<file path="config.mk">
export PLATFORM = sky130hd
export DESIGN_NAME = rri_exec_unit
export DESIGN_NICKNAME = d
export VERILOG_FILES = /design/src/rtl/rri_pkg.sv /design/src/rtl/rri_decode.sv /design/src/rtl/rri_stage.sv /design/src/rtl/rri_exec_unit.sv
export SDC_FILE = /design/constraint.sdc
export NUM_CORES = 1
export LEC_CHECK = 0
export ABC_AREA = 1
export BUFFER_PORTS_ARGS = -buffer_cell sky130_fd_sc_hd__buf_2
export CORE_ASPECT_RATIO = 1.25
export CORE_UTILIZATION = 50
export CTS_BUF_LIST = sky130_fd_sc_hd__clkbuf_8
export DETAILED_ROUTE_END_ITERATION = 8
export MAX_ROUTING_LAYER = met4
export PLACE_DENSITY = 0.76
export RECOVER_POWER = 50
export SLEW_MARGIN = 20
export SYNTH_ARGS = -nofsm -noshare
export SYNTH_HDL_FRONTEND = slang
export SYNTH_SLANG_ARGS = --single-unit
</file>
<file path="constraint.sdc">
create_clock -name clk -period 4.1 [get_ports clk]
set_input_delay 0 -clock clk [delete_from_list [all_inputs] [get_ports clk]]
set_output_delay 0 -clock clk [all_outputs]
set_load 0.005 [all_outputs]
</file>
<file path="src/rtl/rri_pkg.sv">
// Package rri_pkg
// Shared constants for the register-reference execution unit: the select-bit
// position of each operation (higher position is applied first) and the
// opcode pattern that marks a register-reference instruction.
package rri_pkg;
    localparam int unsigned NUM_OPS = 12;
    localparam logic [2:0]  RRI_OPCODE = 3'b111;

    localparam int unsigned OP_CLA = 11;
    localparam int unsigned OP_CLE = 10;
    localparam int unsigned OP_CMA = 9;
    localparam int unsigned OP_CME = 8;
    localparam int unsigned OP_CIR = 7;
    localparam int unsigned OP_CIL = 6;
    localparam int unsigned OP_INC = 5;
    localparam int unsigned OP_SPA = 4;
    localparam int unsigned OP_SNA = 3;
    localparam int unsigned OP_SZA = 2;
    localparam int unsigned OP_SZE = 1;
    localparam int unsigned OP_HLT = 0;
endpackage

</file>
<file path="src/rtl/rri_decode.sv">
// Module rri_decode
// Decides whether the current cycle executes a register-reference
// instruction and, if so, passes on the select bits.
// Assumes: the opcode occupies the three bits below the MSB, and the MSB must be 0.
// Select bits are the low NUM_OPS bits of the instruction word.
module rri_decode #(
    parameter int unsigned DATA_W = 16
) (
    input  logic [DATA_W-1:0]           ir_i,
    input  logic                        exec_stb_i,
    input  logic                        halted_i,
    output logic                        fire_o,
    output logic [rri_pkg::NUM_OPS-1:0] sel_o
);
    localparam int unsigned OPC_HI = DATA_W - 2;
    localparam int unsigned OPC_LO = DATA_W - 4;

    logic is_rri;

    // Recognise the register-reference opcode pattern.
    always_comb begin
        is_rri = (ir_i[DATA_W-1] == 1'b0) && (ir_i[OPC_HI:OPC_LO] == rri_pkg::RRI_OPCODE);
    end

    // Gate the select bits with the strobe and the halt state.
    always_comb begin
        fire_o = exec_stb_i && is_rri && !halted_i;
        sel_o  = fire_o ? ir_i[rri_pkg::NUM_OPS-1:0] : '0;
    end
endmodule

</file>
<file path="src/rtl/rri_stage.sv">
// Module rri_stage
// One link of the ordered operation chain. It applies the single operation
// chosen by OP when en_i is set. Otherwise it passes every value through.
// Assumes: stages are chained from the highest OP down to OP 0, so each
// stage sees the results of all higher-numbered operations.
module rri_stage #(
    parameter int unsigned DATA_W = 16,
    parameter int unsigned OP     = 0
) (
    input  logic              en_i,
    input  logic [DATA_W-1:0] ac_i,
    input  logic              e_i,
    input  logic              skip_i,
    input  logic              halt_i,
    output logic [DATA_W-1:0] ac_o,
    output logic              e_o,
    output logic              skip_o,
    output logic              halt_o
);
    localparam logic [DATA_W-1:0] ONE = {{(DATA_W-1){1'b0}}, 1'b1};

    logic ac_neg;
    logic ac_zero;

    // Sign and zero tests on the incoming accumulator value.
    always_comb begin
        ac_neg  = ac_i[DATA_W-1];
        ac_zero = (ac_i == '0);
    end

    // Apply this stage's operation or pass values through.
    always_comb begin
        ac_o   = ac_i;
        e_o    = e_i;
        skip_o = skip_i;
        halt_o = halt_i;
        if (en_i) begin
            case (OP)
                rri_pkg::OP_CLA: ac_o = '0;
                rri_pkg::OP_CLE: e_o = 1'b0;
                rri_pkg::OP_CMA: ac_o = ~ac_i;
                rri_pkg::OP_CME: e_o = ~e_i;
                rri_pkg::OP_CIR: begin
                    ac_o = {e_i, ac_i[DATA_W-1:1]};
                    e_o  = ac_i[0];
                end
                rri_pkg::OP_CIL: begin
                    ac_o = {ac_i[DATA_W-2:0], e_i};
                    e_o  = ac_i[DATA_W-1];
                end
                rri_pkg::OP_INC: ac_o = ac_i + ONE;
                rri_pkg::OP_SPA: skip_o = skip_i | (!ac_neg && !ac_zero);
                rri_pkg::OP_SNA: skip_o = skip_i | ac_neg;
                rri_pkg::OP_SZA: skip_o = skip_i | ac_zero;
                rri_pkg::OP_SZE: skip_o = skip_i | !e_i;
                rri_pkg::OP_HLT: halt_o = 1'b1;
                default: ;
            endcase
        end
    end
endmodule

</file>
<file path="src/rtl/rri_exec_unit.sv">
// Module rri_exec_unit
// Top of the register-reference execution unit. It holds the accumulator,
// E and the sticky halt flag. Each executed instruction runs through an
// ordered chain of single-operation stages, and the result is registered
// at the clock edge. The skip request and the skipped program counter are
// combinational outputs for the same cycle.
// Assumes: pc_i already points at the instruction after the current one,
// and the address space wraps modulo 2**ADDR_W.
module rri_exec_unit #(
    parameter int unsigned DATA_W = 16,
    parameter int unsigned ADDR_W = 12
) (
    input  logic              clk,
    input  logic              rst_n,
    input  logic [DATA_W-1:0] ir_i,
    input  logic              exec_stb_i,
    input  logic [ADDR_W-1:0] pc_i,
    output logic [DATA_W-1:0] ac_o,
    output logic              e_o,
    output logic              skip_o,
    output logic [ADDR_W-1:0] pc_next_o,
    output logic              halt_o
);
    localparam int unsigned NOPS = rri_pkg::NUM_OPS;

    logic [DATA_W-1:0] ac_q;
    logic              e_q;
    logic              halt_q;
    logic              fire;
    logic [NOPS-1:0]   sel;

    logic [DATA_W-1:0] ac_s   [0:NOPS];
    logic              e_s    [0:NOPS];
    logic              skip_s [0:NOPS];
    logic              halt_s [0:NOPS];

    rri_decode #(.DATA_W(DATA_W)) decode_i (
        .ir_i       (ir_i),
        .exec_stb_i (exec_stb_i),
        .halted_i   (halt_q),
        .fire_o     (fire),
        .sel_o      (sel)
    );

    // Feed the chain with the registered state.
    always_comb begin
        ac_s[0]   = ac_q;
        e_s[0]    = e_q;
        skip_s[0] = 1'b0;
        halt_s[0] = 1'b0;
    end

    // Ordered chain: stage k applies select bit NOPS-1-k.
    for (genvar k = 0; k < NOPS; k++) begin : g_chain
        rri_stage #(.DATA_W(DATA_W), .OP(NOPS - 1 - k)) stage_i (
            .en_i   (sel[NOPS-1-k]),
            .ac_i   (ac_s[k]),
            .e_i    (e_s[k]),
            .skip_i (skip_s[k]),
            .halt_i (halt_s[k]),
            .ac_o   (ac_s[k+1]),
            .e_o    (e_s[k+1]),
            .skip_o (skip_s[k+1]),
            .halt_o (halt_s[k+1])
        );
    end

    // Register accumulator, E and sticky halt at the end of the execute cycle.
    always_ff @(posedge clk) begin
        if (!rst_n) begin
            ac_q   <= '0;
            e_q    <= 1'b0;
            halt_q <= 1'b0;
        end else if (fire) begin
            ac_q   <= ac_s[NOPS];
            e_q    <= e_s[NOPS];
            halt_q <= halt_q | halt_s[NOPS];
        end
    end

    // Same-cycle skip request and skipped program counter.
    always_comb begin
        skip_o    = fire & skip_s[NOPS];
        pc_next_o = pc_i + {{(ADDR_W-1){1'b0}}, skip_o};
        ac_o      = ac_q;
        e_o       = e_q;
        halt_o    = halt_q;
    end


    halt_sticky_chk: assert property (@(posedge clk) disable iff (!rst_n)
        halt_o |=> halt_o);


    idle_hold_chk: assert property (@(posedge clk) disable iff (!rst_n)
        !fire |=> ($stable(ac_o) && $stable(e_o)));


    skip_gate_chk: assert property (@(posedge clk) disable iff (!rst_n)
        skip_o |-> (exec_stb_i && !halt_o));


    pc_skip_chk: assert property (@(posedge clk) disable iff (!rst_n)
        skip_o |-> (pc_next_o != pc_i));


    cla_zero_chk: assert property (@(posedge clk) disable iff (!rst_n)
        (fire && sel == (NOPS'(1) << rri_pkg::OP_CLA)) |=> (ac_o == '0));


    inc_keeps_e_chk: assert property (@(posedge clk) disable iff (!rst_n)
        (fire && sel == (NOPS'(1) << rri_pkg::OP_INC)) |=> (e_o == $past(e_o)));
endmodule

</file>
==> results of run 1 <==
-- per-layer routing --
layer | wire [um] | GRT usage (%) | up-vias
met2 | 4701 | 58.84 | 266
met1 | 3473 | 36.86 | 1522
met3 | 859 | 4.403 | 72
li1 | - | - | 1554
met5 | 0 | - | -
met4 | 609 | 17.33 | 0
-- power groups by stage --
stage	logic [mW]	registers (mW)	clock network (mW)
2_1_floorplan	0.0960	0.187	0
3_3_place_gp	0.138	0.189	0
3_5_place_dp	0.140	0.189	0
4_1_cts	0.171	0.185	0.130
5_1_grt	0.216	0.186	0.141
6_report	0.200	0.186	0.132
-- sequential cells by signal, indices dropped and copies added (netlist names) --
register	count
halt_o	1
e_o	1
ac_o	16
-- worst register-to-register path, delay by kind of cell, from the launching register on --
kind	cells	cell delay [ns]
buffers and inverters	20	2.53
adders and majority gates	1	0.27
and+or+nand+nor	9	1.14
DFF	1	0.34
-- cell usage in the layout (no fill, tap or decap), drive strengths merged, types with 9 or more instances in the layout --
| cell | count |
|---|---|
| buf | 121 |
| clkbuf | 10 |
| dfxtp | 18 |
| inv | 38 |
| nand2 | 127 |
| nand3 | 95 |
| nand4 | 10 |
| nor2 | 40 |
| o2111ai | 12 |
| xor2 | 9 |
-- per-stage QoR --
| stage | total power [mW] | TNS (ns) | setup slack [ns] | hold slack [ns] |
|---|---|---|---|---|
| global placement | 0.3266 | 0 | 0.1102 | 0.2490 |
| global route | 0.5428 | -3.813 | -0.6242 | 0.2934 |
| floorplan | 0.2834 | 0 | 0.2990 | 0.05140 |
| CTS | 0.4854 | 0 | 0.005096 | 0.2724 |
| detailed placement | 0.3283 | -0.05090 | -0.05090 | 0.2583 |
| finish | 0.5178 | -1.412 | -0.3340 | 0.2763 |
-- final cells by class --
class	instances	area, sq um	area share (%)
clock buffer	3	41.29	1.165
inverter	41	168.9	4.767
multi-input combinational	320	2026	57.17
sequential	18	361.6	10.20
tap	60	75.07	2.119
timing repair buffer	129	870.8	24.58
-- cells by family (layout without fill, tap and decap cells) --
family / Yosys count / after routing
flip-flops: 18 / 18
adder cells (fa/ha/maj): 3 / 3
XOR/XNOR: 11 / 11
AND/OR/NAND/NOR: 282 / 282
AO/OA/AOI/OAI: 24 / 24
buffers and inverters: 71 / 173
-- path summary, 6_finish.rpt --
path | startpoint | slack [ns] | end
worst max-delay path | halt_o$_SDFFE_PN0N_ | -0.33 | pc_next_o[9]
worst min register to register | halt_o$_SDFFE_PN0N_ | 0.60 | halt_o$_SDFFE_PN0N_
worst max register to register | halt_o$_SDFFE_PN0N_ | -0.24 | ac_o[1]$_SDFFE_PN0N_
worst min-delay path | pc_i[11] | 0.28 | pc_next_o[11]
-- what timing repair did --
action,4_1_cts,5_1_grt
buffers inserted,36,16
hold buffers,1,0
endpoints found under the setup margin,4,8
pin swaps,24,31
endpoints found under the hold margin,1,0
gates resized for setup,36,41
cloned,0,1
==> summary.md, run 1 <==
| Metric | Value |
|---|---|
| Post-route core utilization | `approximately 75%` |
| Relative slew slack | `57.38%` |
| Synth async-reset ratio | `0%` |
| Commonest cells post-synth | `nand2_1, nand3_1, inv_1, nor2_1, buf_4` |
| IO Port Bufs | `roughly 60` |
| Initial antenna violation count | `0` |
| Root Buffer | `clkbuf_8` |
| Post-Synth Adder-Cell Area | `under 10%` |
| RSZ-0062 raised after global routing | `true` |
| Nets | `between 500 and 600` |
| Worst Path Arrival | `roughly 4.4 ns` |
| Layout Cells excl Fill | `roughly 570` |
| Power share of the sequential group | `between 30% and 40%` |
| Total CTS buffers | `3` |
| Synth Area per Inst | `5.959 sq um` |
| Distinct cells, synth | `38` |
| Hold WC Path Type | `in2out` |
| XOR/XNOR share of the synthesized area | `3.953%` |
| Final Cycle Share | `108.1%` |
| CTS H-tree depth | `1` |
| Sequential fraction of the synthesis area | `between 10 and 15%` |
| Combinational Power Share | `between 30% and 40%` |
| Vias in the first global route | `roughly 3000` |
| Simple-Gate Fraction of Synth Area | `56.52%` |
| Vias post-DR | `approximately 3400` |
| Mapped Cells | `~410` |
| Mapped cell area | `2437 sq um` |
| Crit. End Element | `output pin` |
| Ant diodes | `0` |
| Internal | `roughly 0.33 mW` |
| Leakage | `1.718 nW` |
| Top post-synthesis cells by area | `nand3_1, nand2_1, dfxtp_1` |
| Pre-antenna DRT Iters | `9` |
| Setup WS post-layout | `-0.3340 ns` |
| Startpoint Class | `flop` |
| Crit path buf inv count | `8` |
| Largest family of logic cells by synthesized area | `simple AND/OR/NAND/NOR gates` |
| RD Place Congestion | `approximately 0.95` |
| DRC violations left | `2` |
| Post-route cell area | `about 3500 sq um` |
| Core Area | `about 4700 sq um` |
| Starting DRC count in detailed routing | `344` |
| Sink Count | `18` |
| IO Count | `62` |
| Top-count cell post-synth | `nand2_1` |
| Final setup viols | `7` |
| Peak VDD IR | `between 100 and 150 uV` |
| Skew-Pair Late Insertion Delay | `0.26 ns` |
| Post-synthesis mux area share | `0%` |
| Crit path max-delay family | `simple AND/OR/NAND/NOR gates` |
| Die Ht | `~80 um` |
| Post-DR wirelength/cell | `16.89 um` |
| Slew Viols, Final | `0` |
| Worst path required time | `4.10 ns` |
| Violated checks | `design-rule violations, negative setup slack` |
| Psw | `around 0.19 mW` |
| Global route overflow | `0` |
| Routed Antenna Nets | `0` |
| Hold path depth | `3` |
| Total GRT Usage | `about a third` |
| Clock transition at path regs | `0.08 ns` |
| Fmax | `0.2255 GHz` |
| Area growth from synthesis to layout | `45.38%` |
| Placed cells | `approximately 520` |
| Placed cell areas | `around 2700 sq um` |
| EDFF count, synth | `0` |
| Yosys warns | `0` |
| DP HPWL | `around 5.5 mm` |
| Final hold vios | `0` |
| CP max-delay cell | `dfxtp_2` |
| Vias per cell | `~6.0` |
| Synth area leader | `nand3_1` |
| Final min period | `between 4 and 5 ns` |
| Crit path kind | `reg2out` |
| Clock network fraction of total power | `between 20% and 30%` |
| Seq cells post-synth | `18` |
| Synth Flop Type | `dfxtp_1` |
| Die ar. | `around 5200 sq um` |
| Worst Tran Pin Value | `approximately 0.64 ns` |
| Worst path max stage delay | `0.34 ns` |
| CTS max path bufs | `2` |
| Row count | `28` |
| Crit-path max FO | `8` |
| Fillers | `339` |
| Layout cells sized above 1 | `between 30 and 40%` |
| Skew final | `0.009934 ns` |
| Pwr/cell area | `146.1 nW/um^2` |
| Worst-case reg-to-reg path depth | `30` |
| Initial cell density of the core | `about 52%` |
| Switching share of power | `approximately 36%` |
| Die width | `approximately 64 um` |
| CTS tree | `yes` |
| Synth top area share | `between 10% and 20%` |
| Largest net degree at the start of global routing | `20` |
| Critical path depth | `30` |
| Compound-gate portion of the synthesized area | `7.290%` |
| Status | `complete, but fails checks` |
| Total wire length | `between 9 and 10 mm` |
| Synth Net Count | `around 440` |
| First-pass GRT wire length | `between 10 and 15 mm` |
| Maxcap violations | `0` |
No activity file was read; power rests on OpenSTA's default activity.
==> run 2, diff against run 1 <==
CORE_ASPECT_RATIO = 0.9   (was 1.25)
MAX_ROUTING_LAYER = default   (was met4)
==> summary.md, run 2 (synthesis gave the netlist of run 1 again) <==
| Metric | Value |
|---|---|
| Vias per cell | `between 6 and 7` |
| Sink Count | `18` |
| RSZ-0062 raised after global routing | `true` |
| Clock transition at path regs | `around 0.09 ns` |
| Most frequent cells in the layout | `nand2_1, nand3_1, buf_2, nand2_2, buf_4` |
| Placed cell areas | `2699 sq um` |
| DP HPWL | `5.502 mm` |
| Post-route cell area | `3680 sq um` |
| Crit path max-delay family | `simple AND/OR/NAND/NOR gates` |
| Total GRT Usage | `a little over 30%` |
| Initial antenna violation count | `0` |
| Routed Antenna Nets | `0` |
| Crit. End Element | `output pin` |
| Initial cell density of the core | `between 50% and 60%` |
| Startpoint Class | `flop` |
| Total wire length | `10.04 mm` |
| Starting DRC count in detailed routing | `~500` |
| Leakage | `about 1.7 nW` |
| Layout Cells excl Fill | `between 500 and 600` |
| CTS H-tree depth | `1` |
| CTS tree | `yes` |
| CTS max path bufs | `2` |
| Vias in the first global route | `approximately 2500` |
| Relative slew slack | `between 50 and 60%` |
| Hold WC Path Type | `in2reg` |
| Area growth from synthesis to layout | `50.98%` |
| CP most frequent cell | `nand2_2` |
| Final Cycle Share | `106.3%` |
| Crit path buf inv count | `6` |
| Hold WS | `between 0.2 and 0.3 ns` |
| Most common cell after layout, fill and taps aside | `nand2_1` |
| Worst Path Arrival | `4.36 ns` |
| Layout cells sized above 1 | `between 40 and 50%` |
| RD Place Congestion | `between 0.9 and 1` |
| Total CTS buffers | `3` |
| Largest net degree at the start of global routing | `20` |
| Setup TNS | `-1.047 ns` |
| Worst path required time | `4.10 ns` |
| Skew-Pair Late Insertion Delay | `between 0.2 and 0.3 ns` |
| Status | `complete, but fails checks` |
| R2r setup slk | `between 1.5 and 2 ns` |
| Ant diodes | `0` |
| Slew Viols, Final | `0` |
| Nets | `roughly 530` |
| Row count | `23` |
| Fmax | `0.2294 GHz` |
| Number of flip-flops in the largest register | `16` |
| Worst Tran Pin Value | `between 0.6 and 0.7 ns` |
| Maxcap violations | `0` |
| Worst path max stage delay | `roughly 0.36 ns` |
| Setup WS post-layout | `-0.2599 ns` |
| IO Count | `a little over 60` |
| Final min period | `roughly 4.4 ns` |
| Placed cells | `516` |
| Die ar. | `5158 sq um` |
| Crit-path max FO | `8` |
| Crit path kind | `reg2out` |
| First-pass GRT wire length | `about 12 mm` |
| Post-DR wirelength/cell | `18.05 um` |
| DRC violations left | `2` |
| Global route overflow | `0` |
| Vias post-DR | `3407` |
| Final hold vios | `0` |
| Peak VDD IR | `around 110 uV` |
| Skew final | `0.003993 ns` |
| IO Port Bufs | `between 60 and 70` |
| Final setup viols | `5` |
| CP max-delay cell | `dfxtp_2` |
| Pwr/cell area | `approximately 150 nW/um^2` |
| Die Ht | `68.24 um` |
| Root Buffer | `clkbuf_8` |
| Violated checks | `design-rule violations, negative setup slack` |
| Core Area | `around 4600 sq um` |
| Die width | `between 70 and 80 um` |
| Pre-antenna DRT Iters | `9` |
-- run 2: worst paths after layout --
check | from | to | depth (start not counted)
setup / recovery | halt_o$_SDFFE_PN0N_ | pc_next_o[10] | 28
hold / removal | ir_i[5] | ac_o[3]$_SDFFE_PN0N_ | 6
setup reg to reg | halt_o$_SDFFE_PN0N_ | ac_o[15]$_SDFFE_PN0N_ | 15
hold reg to reg | halt_o$_SDFFE_PN0N_ | halt_o$_SDFFE_PN0N_ | 3
-- run 2: layout make-up --
cell class                 instances  area (sq um)
tap                               62         77.57
timing repair buffer             110         744.5
sequential                        18         361.6
clock buffer                       4         55.05
fill                             297         895.9
inverter                          41         163.9
multi-input combinational        321          2277
-- run 2: layer usage --
layer / track usage (%) / routed length [um]
met3: 3.682 / 1127
met5: 0 / 0
met2: 50.11 / 4618
met1: 43.11 / 3762
met4: 6.481 / 527
-- run 2: tightest hold or removal path, stage by stage --
cell,delay (ns)
buf_2,0.09
nand2_1,0.13
nor2_4,0.07
nand2_2,0.07
nand2_2,0.06
nor2_1,0.07
-- run 2: power by group --
group	leakage [nW]	switching (mW)	total [mW]	internal, mW
Sequential	0.146	0.00629	0.186	0.180
Clock	0.0288	0.0783	0.164	0.0859
Combinational	1.53	0.123	0.203	0.0801
Total	1.70	0.207	0.553	0.346
-- run 2: metrics by stage --
stage | worst slack (ns) | util, % | power [mW]
6_report | -0.2599 | 80.42 | 0.5535
5_1_grt | -0.4427 | 80.42 | 0.5738
4_1_cts | 0.007838 | 67.27 | 0.4964
3_5_place_dp | -0.03420 | 58.98 | 0.3271
3_3_place_gp | 0.1125 | 58.98 | 0.3253
2_1_floorplan | 0.2990 | - | 0.2834
-- run 2: repair_timing --
action / CTS / global route
gates resized for setup: 41 / 97
setup buffers: 12 / 23
hold buffers: 1 / 0
gates cloned: 0 / 2
setup endpoints to repair: 4 / 7
pin swaps: 20 / 65
endpoints found under the hold margin: 1 / 0
==> run 3, diff against run 2 <==
BUFFER_PORTS_ARGS = -buffer_cell sky130_fd_sc_hd__clkbuf_2   (was -buffer_cell sky130_fd_sc_hd__buf_2)
CORE_MARGIN = 4   (was default)
PLACE_DENSITY = 0.82   (was 0.76)
==> summary.md, run 3 (synthesis gave the netlist of run 1 again) <==
| Metric | Value |
|---|---|
| Startpoint Class | `flop` |
| Pwr/cell area | `146.9 nW/um^2` |
| Hold WS | `between 0.2 and 0.25 ns` |
| CP max-delay cell | `dfxtp_4` |
| Combinational Power Share | `between 30% and 40%` |
| Area growth from synthesis to layout | `41.84%` |
| Initial cell density of the core | `53.27%` |
| Final setup viols | `5` |
| Setup TNS | `-0.5925 ns` |
| Number of flip-flops in the largest register | `16` |
| Busiest layer in global routing | `met2` |
| Total GRT Usage | `around a quarter` |
| Leakage | `1.578 nW` |
| Switching share of power | `between 30% and 40%` |
| Routed Antenna Nets | `0` |
| Global route overflow | `0` |
| Layout cells sized above 1 | `approximately two fifths` |
| Psw | `between 0.15 and 0.2 mW` |
| Hold WC Path Type | `in2reg` |
| Final hold vios | `0` |
| Crit-path max FO | `8` |
| Post-route cell area | `~3500 sq um` |
| Relative slew slack | `61.94%` |
| Worst path required time | `4.10 ns` |
| Total wire length | `between 10 and 15 mm` |
| Pre-antenna DRT Iters | `6` |
| Crit path kind | `reg2out` |
| Core Area | `4576 sq um` |
| Most frequent cells in the layout | `nand2_1, nand3_1, clkbuf_2, inv_1, buf_4` |
| DP HPWL | `roughly 5.7 mm` |
| Worst Path Arrival | `~4.4 ns` |
| DRC violations left | `0` |
| GR Util met3 | `roughly 3.8%` |
| RD Place Congestion | `about 0.93` |
| Crit path buf inv count | `6` |
| Maxcap violations | `0` |
| Fmax | `about 0.23 GHz` |
| Worst Tran Pin Value | `0.5674 ns` |
| CTS tree | `yes` |
| Skew final | `0.01381 ns` |
| Ant diodes | `0` |
| Worst path max stage delay | `about 0.35 ns` |
| Clock network fraction of total power | `between 20% and 30%` |
| IO Port Bufs | `61` |
| Final Cycle Share | `106.2%` |
| Starting DRC count in detailed routing | `around 460` |
| IO Count | `just over 60` |
| Slew Viols, Final | `0` |
| Crit path max-delay family | `simple AND/OR/NAND/NOR gates` |
| Vias per cell | `about 6.3` |
| Vias post-DR | `approximately 3400` |
| Setup WS post-layout | `-0.2538 ns` |
| RSZ-0062 raised after global routing | `true` |
| Fillers | `299` |
| CP most frequent cell | `nand2_1` |
| Area of the multi-input gates | `around 2200 sq um` |
| Peak VDD IR | `~140 uV` |
| Row count | `23` |
| Placed cell areas | `about 2700 sq um` |
| Clock transition at path regs | `0.08 ns` |
| Initial antenna violation count | `0` |
| Met1 Use GR | `between 30% and 40%` |
| Die width | `slightly above 80 um` |
| Die ar. | `6057 sq um` |
| Power share of the sequential group | `a little over a third` |
| Crit. End Element | `output pin` |
| Met2 Track Usage GR | `~44%` |
| Skew-Pair Late Insertion Delay | `about 0.27 ns` |
| Seq. cell area | `between 300 and 400 sq um` |
| CTS max path bufs | `2` |
| Status | `complete, but fails checks` |
| Post-DR wirelength/cell | `between 15 and 20 um` |
| Most common cell after layout, fill and taps aside | `nand2_1` |
| Root Buffer | `clkbuf_8` |
| Sink Count | `18` |
| Internal | `about 0.32 mW` |
| Nets | `between 500 and 600` |
| Final min period | `between 4 and 5 ns` |
| CTS H-tree depth | `1` |
| Violated checks | `negative setup slack` |
| Vias in the first global route | `between 2000 and 3000` |
| Largest net degree at the start of global routing | `20` |
| Die Ht | `about 74 um` |
| First-pass GRT wire length | `between 10 and 15 mm` |
| Total CTS buffers | `3` |
-- run 3: changes by cell type in the layout (fill, tap and decap cells not counted), sizes merged --
cell,delta
buf,-54
clkbuf,+45
nand2,-1
-- run 3: per-layer routing --
layer  vias up  routed length [um]
li1       1505                   -
met1      1503                3571
met2       337                4548
met3        85                1242
met4         0                 678
met5         -                   0
-- run 3: repair_timing --
action                                 in CTS  in global routing
buffers inserted                           14                 10
pin swaps                                  33                 41
gates cloned                                0                  1
endpoints found under the hold margin       1                  0
gates resized for setup                    42                 71
setup endpoints to repair                   5                  6
hold buffers                                1                  0
-- run 3: worst reg2reg max path: cells and delay by family (launching register included) --
family,cells,cell delay (ns)
XOR/XNOR,1,0.17
buffers and inverters,3,0.39
flip-flops,1,0.35
AND/OR/NAND/NOR,11,1.56
-- run 3: final cells by class --
cell class	count	area share, %
tap	62	2.244
inverter	41	5.103
timing repair buffer	102	18.68
clock buffer	3	1.194
multi-input combinational	320	62.25
sequential	18	10.53
-- run 3: final timing paths --
kind	startpoint	endpoint	slack [ns]	cells after the start
max	halt_o$_SDFFE_PN0N_	pc_next_o[9]	-0.25	30
max reg2reg	halt_o$_SDFFE_PN0N_	ac_o[8]$_SDFFE_PN0N_	1.54	15
min reg2reg	halt_o$_SDFFE_PN0N_	halt_o$_SDFFE_PN0N_	0.66	3
min	rst_n	ac_o[4]$_SDFFE_PN0N_	0.25	3
-- run 3: per-stage QoR --
stage	std cells	utilization (%)	setup WS (ns)	total power [mW]
4_1_cts	537	67.35	0.00003730	0.4696
3_3_place_gp	519	59.48	0.1090	0.3268
6_report	546	75.55	-0.2538	0.5079
3_5_place_dp	519	59.48	-0.1023	0.3294
2_1_floorplan	409	-	0.2990	0.2834
5_1_grt	546	75.55	-0.5025	0.5256
-- run 3: power groups by stage --
stage	combinational, mW	sequential (mW)	clock, mW
finish	0.190	0.186	0.132
global route	0.202	0.186	0.137
CTS	0.158	0.185	0.127
detailed placement	0.140	0.189	0
global placement	0.138	0.189	0
floorplan	0.0960	0.187	0
